**src/rtl/sb_pkg.sv**
```systemverilog
package sb_pkg;
  localparam int unsigned SRC_N = 2;

  function automatic logic idx_tracked(input int unsigned idx, input int unsigned n_regs);
    return idx < n_regs;
  endfunction
endpackage

```
**src/rtl/sb_scoreboard.sv**
```systemverilog
module sb_scoreboard #(
  parameter int unsigned NUM_PREGS = 24,
  parameter int unsigned REG_IDX_W = 5,
  parameter int unsigned NUM_SLOTS = 8,
  localparam int unsigned SLOT_W = $clog2(NUM_SLOTS)
) (
  input  logic                 clk_i,
  input  logic                 rst_ni,
  input  logic                 cmpl_hit_i,
  input  logic [REG_IDX_W-1:0] cmpl_reg_i,
  input  logic                 dst_trk_i,
  input  logic [REG_IDX_W-1:0] dst_reg_i,
  input  logic [SLOT_W-1:0]    dst_slot_i,
  output logic [NUM_PREGS-1:0] ready_o,
  output logic                 cmpl_prod_vld_o,
  output logic [SLOT_W-1:0]    cmpl_prod_o
);
  logic [NUM_PREGS-1:0] ready_q;
  logic [NUM_PREGS-1:0] prod_vld_q;
  logic [SLOT_W-1:0]    prod_q [NUM_PREGS];

  always_ff @(posedge clk_i or negedge rst_ni) begin
    if (!rst_ni) begin
      ready_q    <= '0;
      prod_vld_q <= '0;
      prod_q     <= '{default: '0};
    end else begin
      for (int r = 0; r < int'(NUM_PREGS); r++) begin
        // dispatch after completion: new producer wins
        if (dst_trk_i && dst_reg_i == REG_IDX_W'(r)) begin
          ready_q[r]    <= 1'b0;
          prod_vld_q[r] <= 1'b1;
          prod_q[r]     <= dst_slot_i;
        end else if (cmpl_hit_i && cmpl_reg_i == REG_IDX_W'(r)) begin
          ready_q[r]    <= 1'b1;
          prod_vld_q[r] <= 1'b0;
        end
      end
    end
  end

  assign ready_o         = ready_q;
  assign cmpl_prod_vld_o = cmpl_hit_i && prod_vld_q[cmpl_reg_i];
  assign cmpl_prod_o     = cmpl_prod_vld_o ? prod_q[cmpl_reg_i] : '0;

  p_cmpl_sets_ready_r5: assert property (@(posedge clk_i) disable iff (!rst_ni)
    (cmpl_hit_i && !(dst_trk_i && dst_reg_i == cmpl_reg_i)) |=> ready_q[$past(cmpl_reg_i)]);

  p_dst_owned_r2: assert property (@(posedge clk_i) disable iff (!rst_ni)
    dst_trk_i |=> (!ready_q[$past(dst_reg_i)] && prod_vld_q[$past(dst_reg_i)]
                   && prod_q[$past(dst_reg_i)] == $past(dst_slot_i)));
endmodule

```
**src/rtl/sb_waiter_matrix.sv**
```systemverilog
module sb_waiter_matrix #(
  parameter int unsigned NUM_PREGS = 24,
  parameter int unsigned REG_IDX_W = 5,
  parameter int unsigned NUM_SLOTS = 8,
  localparam int unsigned SLOT_W = $clog2(NUM_SLOTS),
  localparam int unsigned SRC_N  = sb_pkg::SRC_N
) (
  input  logic                             clk_i,
  input  logic                             rst_ni,
  input  logic                             cmpl_hit_i,
  input  logic [REG_IDX_W-1:0]             cmpl_reg_i,
  input  logic [SLOT_W-1:0]                disp_slot_i,
  input  logic [SRC_N-1:0][REG_IDX_W-1:0]  disp_src_i,
  input  logic [SRC_N-1:0]                 disp_wait_i,
  input  logic [SLOT_W-1:0]                sq_slot_i,
  input  logic [SRC_N-1:0][REG_IDX_W-1:0]  sq_src_i,
  input  logic [SRC_N-1:0]                 sq_wait_i,
  input  logic                             dst_trk_i,
  input  logic [REG_IDX_W-1:0]             dst_reg_i,
  output logic [NUM_SLOTS-1:0]             cmpl_row_o,
  output logic                             dst_busy_o,
  output logic [NUM_SLOTS-1:0]             slot_waiting_o
);
  logic [NUM_SLOTS-1:0] wait_q [NUM_PREGS];
  logic [NUM_SLOTS-1:0] wait_d [NUM_PREGS];

  always_comb begin
    wait_d = wait_q;
    for (int r = 0; r < int'(NUM_PREGS); r++) begin
      if (cmpl_hit_i && cmpl_reg_i == REG_IDX_W'(r)) wait_d[r] = '0;
      for (int k = 0; k < int'(SRC_N); k++) begin
        if (sq_wait_i[k] && sq_src_i[k] == REG_IDX_W'(r)) wait_d[r][sq_slot_i] = 1'b0;
      end
      for (int k = 0; k < int'(SRC_N); k++) begin
        if (disp_wait_i[k] && disp_src_i[k] == REG_IDX_W'(r)) wait_d[r][disp_slot_i] = 1'b1;
      end
    end
  end

  always_ff @(posedge clk_i or negedge rst_ni) begin
    if (!rst_ni) wait_q <= '{default: '0};
    else         wait_q <= wait_d;
  end

  assign cmpl_row_o = cmpl_hit_i ? wait_q[cmpl_reg_i] : '0;
  assign dst_busy_o = dst_trk_i && (|wait_q[dst_reg_i])
                      && !(cmpl_hit_i && cmpl_reg_i == dst_reg_i);

  always_comb begin
    slot_waiting_o = '0;
    for (int r = 0; r < int'(NUM_PREGS); r++) slot_waiting_o |= wait_q[r];
  end

  p_row_cleared_r5: assert property (@(posedge clk_i) disable iff (!rst_ni)
    cmpl_hit_i |=> (wait_q[$past(cmpl_reg_i)] == '0));
endmodule

```
**src/rtl/sb_slot_state.sv**
```systemverilog
module sb_slot_state #(
  parameter int unsigned REG_IDX_W = 5,
  parameter int unsigned NUM_SLOTS = 8,
  localparam int unsigned SLOT_W = $clog2(NUM_SLOTS),
  localparam int unsigned SRC_N  = sb_pkg::SRC_N
) (
  input  logic                             clk_i,
  input  logic                             rst_ni,
  input  logic                             disp_valid_i,
  input  logic [SLOT_W-1:0]                disp_slot_i,
  input  logic [SRC_N-1:0][REG_IDX_W-1:0]  disp_src_i,
  input  logic [SRC_N-1:0]                 disp_rdy_i,
  input  logic [REG_IDX_W-1:0]             cmpl_reg_i,
  input  logic [NUM_SLOTS-1:0]             cmpl_row_i,
  input  logic                             sq_valid_i,
  input  logic [SLOT_W-1:0]                sq_slot_i,
  output logic [SRC_N-1:0][REG_IDX_W-1:0]  sq_src_o,
  output logic [SRC_N-1:0]                 sq_wait_o,
  output logic [NUM_SLOTS-1:0]             slot_ready_o
);
  logic [NUM_SLOTS-1:0]            occ_q;
  logic [SRC_N-1:0][REG_IDX_W-1:0] src_q [NUM_SLOTS];
  logic [SRC_N-1:0]                rdy_q [NUM_SLOTS];

  always_ff @(posedge clk_i or negedge rst_ni) begin
    if (!rst_ni) begin
      occ_q <= '0;
      src_q <= '{default: '0};
      rdy_q <= '{default: '0};
    end else begin
      for (int s = 0; s < int'(NUM_SLOTS); s++) begin
        if (disp_valid_i && disp_slot_i == SLOT_W'(s)) begin
          occ_q[s] <= 1'b1;
          src_q[s] <= disp_src_i;
          rdy_q[s] <= disp_rdy_i;
        end else if (sq_valid_i && sq_slot_i == SLOT_W'(s)) begin
          occ_q[s] <= 1'b0;
        end else if (cmpl_row_i[s]) begin
          for (int k = 0; k < int'(SRC_N); k++) begin
            if (!rdy_q[s][k] && src_q[s][k] == cmpl_reg_i) rdy_q[s][k] <= 1'b1;
          end
        end
      end
    end
  end

  // unready sources are always tracked ones, so they are the pending waits
  assign sq_src_o = src_q[sq_slot_i];
  always_comb begin
    for (int k = 0; k < int'(SRC_N); k++)
      sq_wait_o[k] = sq_valid_i && occ_q[sq_slot_i] && !rdy_q[sq_slot_i][k];
  end

  always_comb begin
    for (int s = 0; s < int'(NUM_SLOTS); s++)
      slot_ready_o[s] = occ_q[s] && (&rdy_q[s]);
  end

  p_squash_clears_r8: assert property (@(posedge clk_i) disable iff (!rst_ni)
    (sq_valid_i && !(disp_valid_i && disp_slot_i == sq_slot_i))
      |=> !slot_ready_o[$past(sq_slot_i)]);
endmodule

```
**src/rtl/reg_wakeup_tracker.sv**
```systemverilog
module reg_wakeup_tracker #(
  parameter int unsigned NUM_PREGS = 24,
  parameter int unsigned REG_IDX_W = 5,
  parameter int unsigned NUM_SLOTS = 8,
  localparam int unsigned SLOT_W = $clog2(NUM_SLOTS),
  localparam int unsigned CNT_W  = $clog2(NUM_SLOTS + 1),
  localparam int unsigned SRC_N  = sb_pkg::SRC_N
) (
  input  logic                 clk_i,
  input  logic                 rst_ni,
  input  logic                 disp_valid_i,
  input  logic [SLOT_W-1:0]    disp_slot_i,
  input  logic                 disp_src0_valid_i,
  input  logic [REG_IDX_W-1:0] disp_src0_i,
  input  logic                 disp_src0_rdy_i,
  input  logic                 disp_src1_valid_i,
  input  logic [REG_IDX_W-1:0] disp_src1_i,
  input  logic                 disp_src1_rdy_i,
  input  logic                 disp_dst_valid_i,
  input  logic [REG_IDX_W-1:0] disp_dst_i,
  input  logic                 cmpl_valid_i,
  input  logic [REG_IDX_W-1:0] cmpl_reg_i,
  input  logic                 squash_valid_i,
  input  logic [SLOT_W-1:0]    squash_slot_i,
  output logic [NUM_SLOTS-1:0] slot_ready_o,
  output logic [NUM_PREGS-1:0] reg_ready_o,
  output logic [CNT_W-1:0]     wake_count_o,
  output logic                 cmpl_prod_vld_o,
  output logic [SLOT_W-1:0]    cmpl_prod_o,
  output logic                 conflict_o
);
  import sb_pkg::idx_tracked;

  initial begin
    assert ((1 << REG_IDX_W) >= NUM_PREGS)
      else $error("REG_IDX_W too small for NUM_PREGS");
  end

  logic [SRC_N-1:0][REG_IDX_W-1:0] disp_src;
  logic [SRC_N-1:0]                src_vld, src_hint, src_wait, src_rdy;
  logic [SRC_N-1:0][REG_IDX_W-1:0] sq_src;
  logic [SRC_N-1:0]                sq_wait;
  logic [NUM_SLOTS-1:0]            cmpl_row, slot_waiting;
  logic                            cmpl_hit, dst_trk;

  assign disp_src = {disp_src1_i, disp_src0_i};
  assign src_vld  = {disp_src1_valid_i, disp_src0_valid_i};
  assign src_hint = {disp_src1_rdy_i, disp_src0_rdy_i};

  assign cmpl_hit = cmpl_valid_i && idx_tracked(32'(cmpl_reg_i), NUM_PREGS);
  assign dst_trk  = disp_valid_i && disp_dst_valid_i && idx_tracked(32'(disp_dst_i), NUM_PREGS);

  // insertion re-check: scoreboard plus same-cycle completion bypass
  always_comb begin
    for (int k = 0; k < int'(SRC_N); k++) begin
      src_wait[k] = disp_valid_i && src_vld[k] && !src_hint[k]
                    && idx_tracked(32'(disp_src[k]), NUM_PREGS)
                    && !reg_ready_o[disp_src[k]]
                    && !(cmpl_hit && cmpl_reg_i == disp_src[k]);
      src_rdy[k]  = !src_wait[k];
    end
  end

  sb_scoreboard #(
    .NUM_PREGS (NUM_PREGS),
    .REG_IDX_W (REG_IDX_W),
    .NUM_SLOTS (NUM_SLOTS)
  ) u_scoreboard (
    .clk_i           (clk_i),
    .rst_ni          (rst_ni),
    .cmpl_hit_i      (cmpl_hit),
    .cmpl_reg_i      (cmpl_reg_i),
    .dst_trk_i       (dst_trk),
    .dst_reg_i       (disp_dst_i),
    .dst_slot_i      (disp_slot_i),
    .ready_o         (reg_ready_o),
    .cmpl_prod_vld_o (cmpl_prod_vld_o),
    .cmpl_prod_o     (cmpl_prod_o)
  );

  sb_waiter_matrix #(
    .NUM_PREGS (NUM_PREGS),
    .REG_IDX_W (REG_IDX_W),
    .NUM_SLOTS (NUM_SLOTS)
  ) u_waiters (
    .clk_i          (clk_i),
    .rst_ni         (rst_ni),
    .cmpl_hit_i     (cmpl_hit),
    .cmpl_reg_i     (cmpl_reg_i),
    .disp_slot_i    (disp_slot_i),
    .disp_src_i     (disp_src),
    .disp_wait_i    (src_wait),
    .sq_slot_i      (squash_slot_i),
    .sq_src_i       (sq_src),
    .sq_wait_i      (sq_wait),
    .dst_trk_i      (dst_trk),
    .dst_reg_i      (disp_dst_i),
    .cmpl_row_o     (cmpl_row),
    .dst_busy_o     (conflict_o),
    .slot_waiting_o (slot_waiting)
  );

  sb_slot_state #(
    .REG_IDX_W (REG_IDX_W),
    .NUM_SLOTS (NUM_SLOTS)
  ) u_slots (
    .clk_i        (clk_i),
    .rst_ni       (rst_ni),
    .disp_valid_i (disp_valid_i),
    .disp_slot_i  (disp_slot_i),
    .disp_src_i   (disp_src),
    .disp_rdy_i   (src_rdy),
    .cmpl_reg_i   (cmpl_reg_i),
    .cmpl_row_i   (cmpl_row),
    .sq_valid_i   (squash_valid_i),
    .sq_slot_i    (squash_slot_i),
    .sq_src_o     (sq_src),
    .sq_wait_o    (sq_wait),
    .slot_ready_o (slot_ready_o)
  );

  assign wake_count_o = CNT_W'($countones(cmpl_row));

  for (genvar s = 0; s < int'(NUM_SLOTS); s++) begin : g_slot_chk
    p_ready_not_waiting_r9: assert property (@(posedge clk_i) disable iff (!rst_ni)
      slot_ready_o[s] |-> !slot_waiting[s]);
  end
endmodule

```
**config.mk**
```make
export PLATFORM = sky130hd
export DESIGN_NAME = reg_wakeup_tracker
export DESIGN_NICKNAME = d
export VERILOG_FILES = /design/src/rtl/sb_pkg.sv /design/src/rtl/sb_scoreboard.sv /design/src/rtl/sb_waiter_matrix.sv /design/src/rtl/sb_slot_state.sv /design/src/rtl/reg_wakeup_tracker.sv
export SDC_FILE = /design/constraint.sdc
export NUM_CORES = 1
export LEC_CHECK = 0
export BUFFER_PORTS_ARGS = -buffer_cell sky130_fd_sc_hd__buf_2
export CORE_UTILIZATION = 65
export DETAILED_ROUTE_END_ITERATION = 8
export PLACE_DENSITY = 0.81
export SYNTH_ARGS = -nofsm -noshare
export SYNTH_HDL_FRONTEND = slang
export SYNTH_SLANG_ARGS = --single-unit
```
**constraint.sdc**
```tcl
create_clock -name clk_i -period 10.6 [get_ports clk_i]
set_clock_uncertainty 0.1 [all_clocks]
set_input_delay 0.53 -clock clk_i [delete_from_list [all_inputs] [get_ports clk_i]]
set_output_delay 0.53 -clock clk_i [all_outputs]
set_load 0.05 [all_outputs]
```
==> out/qor.yml <==
clkTransAtPathRegs_ns: 0.06
route.detailed.vias_per_inst: 7.76
route.final.wire_length_um: 84900
grt_pass1_wl_um: 127000
syn-num-nets: 2258
worst_setup_end_kind: "primary output"
drv.max_cap_violation_count: 0
worst_min_delay_path_category: "in2reg"
post_cts.repair.setup_buffers: 0
post_synth_edffs: 0
grt_max_degree: 177
drt_first_iter_violations: 3144
postSynthRegisterBits: 416
critPathLaunchType: "input pin"
dp.final_hpwl_um: 55700
first_global_vias: 20622
p_total_uw: 4350
clockPowerShare_pct: 37.7
area.growth.synth_to_final_pct: 9.11
finalCoreUtilization_pct: 72.7
gp_congestion: 1.09
core_region_area_um2: 34800
finalSetupViolations: 0
root_buffer: "clkbuf_16"
track_usage_pct: 47.4
ctsHtreeMaxLevel: 2
vias: 20942
die_width_um: 191
power.switching_uw: 1340
final_antenna_net_count: 0
final_net_count: 2255
setup.worst_path.start: "cmpl_reg_i[0]"
violations_in_the_final_reports: "max-slew violations"
clock_tree.buffer_depth: 3
avgSynthCellArea_um2: 10.5
max_clock_freq_ghz: 0.156
start_util_pct: 66.6
cts.sinks: 416
worst-endpoint-arrival_ns: 5.77
fraction_of_power_consumed_by_sequential_logic_pct: 43.6
ctsResizeCount: 0
die_h_um: 191
power.leakage_uw: 0.0106
synth_seq_area_share_pct: 44.9
critical_path_required_ns: 9.97
rsz0062_at_grt: "false"
timing.final.crit_period_ns: 6.40
slew_violations: 8
finalHoldViolations: 0
critical_path_peak_fanout: 72
synth.distinct_cells: 67
totalNegativeSetupSlack_ns: 0
postSynth.topFlopCell: "dfrtp_1"
row_count: 68
timing.reg2reg.setup_slack_ns: 6.93
die_area_um2: 36400
numPortBuffers: 76
timing.max_slew.rel_slack_pct: -2.82
asyncSetResetFlopFracSynth_pct: 100
final.hold.worst_slack_ns: 0.274
yosys_warnings: 0
hold_start: "disp_src1_i[3]"
multi_input_area_um2: 12000
drcViolationCount: 0
pwr-share-comb_pct: 18.7
r2r_start: "u_slots.src_q[23]$_DFFE_PN0P_"
synth.cell_area_um2: 23200
dr.pass1.iters: 9
cts_tree: "done"
sw_frac_of_total_pct: 30.7
io-pin-count: 77
cts_inserted_buffers: 45
grt_antenna_before_repair: 1
gr-total-overflow: 0
tightestPinTransition_ns: 1.54
clock_latency_ns: 0.61
num_antenna_cells: 0
n_fill_cell: 2428
finalCritPeriodShare_pct: 60.4
p_int_uw: 3020
power.ir.vdd_worst_uv: 175
detail_route.wl_per_cell_um: 31.4
run_status: "finished, violations left"
power_density_nw_per_um2: 172
ff_latch_area_um2: 10400
post_route_cells_drive_above_1_share_pct: 19.2
path_class: "in2out"
netlist_instances: 2215
==> power groups by stage <==
stage	Combinational (uW)	Sequential [uW]	Clock [uW]
3_3_place_gp	766	1900	0
3_5_place_dp	784	1910	0
2_1_floorplan	504	1920	0
5_1_grt	855	1910	1690
6_report	814	1900	1640
4_1_cts	793	1890	1630
==> timing repair <==
action                                 in CTS  in global routing
setup endpoints to repair                   0                  0
endpoints found under the hold margin      83                  0
hold buffers                                1                  0
==> metal layers <==
layer / track usage [%] / vias to the layer above / part of all wire, %
li1: - / 8326 / -
met1: 59.7 / 10265 / 34
met2: 69.7 / 1873 / 44
met3: 16.6 / 478 / 15
met4: 30.4 / 0 / 7.2
met5: 0 / - / 0
==> metrics by stage <==
stage,instance area [um2],instances,setup WS [ns]
6_report,25300,2700,4.20
5_1_grt,25300,2700,3.93
4_1_cts,25300,2700,4.15
3_5_place_dp,23800,2619,4.19
3_3_place_gp,23800,2619,4.31
2_1_floorplan,23200,2215,4.57
==> path summary, 6_finish.rpt <==
| kind | cells after the start | end |
|---|---|---|
| setup / recovery | 14 | wake_count_o[2] |
| hold reg to reg | 1 | u_scoreboard.prod_vld_q[18]$_DFFE_PN0P_ |
| hold / removal | 3 | u_slots.src_q[28]$_DFFE_PN0P_ |
| min in group asynchronous | 2 | u_waiters.wait_q[146]$_DFF_PN0_ |
| max in group asynchronous | 3 | u_slots.src_q[20]$_DFFE_PN0P_ |
| setup reg to reg | 7 | u_waiters.wait_q[14]$_DFF_PN0_ |
==> placed cells by master (no fill, tap or decap), types with 7 or more instances in the layout <==
master,instances
mux4_2,92
nor3_1,66
buf_4,31
xnor2_1,51
a21oi_1,81
clkbuf_16,46
dfrtp_1,416
o211ai_1,162
nand2_1,191
mux2i_1,30
nand3_1,35
a22oi_1,33
nand4_1,10
nor3b_1,7
clkinv_2,9
nand3b_1,7
buf_2,73
nor2b_1,23
mux2_2,145
a211oi_1,34
nor2_1,129
a211o_1,8
a21o_1,21
a32oi_1,23
inv_1,44
or3_1,10
and3_1,9
xor2_1,40
nand2b_1,13
clkbuf_8,14
o221ai_1,7
o21ai_0,181
and2_1,17
o22ai_1,92
==> critical path, cell delays in order <==
cell and delay (ns):
buf_6 0.65, buf_4 0.60, mux4_2 0.59, mux2_2 0.31
a21oi_1 0.29, fa_1 0.46, fa_1 0.50, inv_1 0.05
fa_1 0.56, ha_1 0.20, inv_1 0.06, fa_1 0.43
xnor2_1 0.15, buf_2 0.28
==> flip-flops by register name (all words and copies together), names as in the netlist <==
signal,count
u_waiters.wait_q,192
u_slots.src_q,80
u_scoreboard.prod_q,72
u_scoreboard.prod_vld_q,24
u_scoreboard.ready_o,24
u_slots.rdy_q,16
u_slots.occ_q,8
==> cell usage after synthesis, types with 30 or more instances <==
cell type	n	area (um2)
o22ai_1	92	576
dfrtp_1	416	10400
xor2_1	40	350
nand3_1	35	175
mux2i_1	30	300
a22oi_1	33	248
a21oi_1	81	405
inv_1	44	165
o211ai_1	162	1220
nand2_1	191	717
o21ai_0	181	906
nor2_1	129	484
clkbuf_1	113	424
mux4_2	92	2070
xnor2_1	51	447
a211oi_1	34	255
nor3_1	66	330
mux2_2	145	1630
==> cell type report <==
cell class	instances	share of cell area [%]
Sequential cell	416	41.2
Timing Repair Buffer	108	2.59
Clock inverter	14	0.628
Inverter	44	0.653
Clock buffer	66	5.40
Tap cell	455	2.25
Multi-Input combinational cell	1597	47.3
==> logic make-up (layout without fill, tap and decap cells) <==
family	Yosys count	after routing	share of synthesized area [%]
compound gates	683	683	19.2
simple gates	549	549	11.2
flops	416	416	44.9
mux	267	267	17.3
buf+inv	202	232	3.46
xor+xnor	91	91	3.44
fa+ha+maj	7	7	0.507
(Power assumes the default switching activity.)
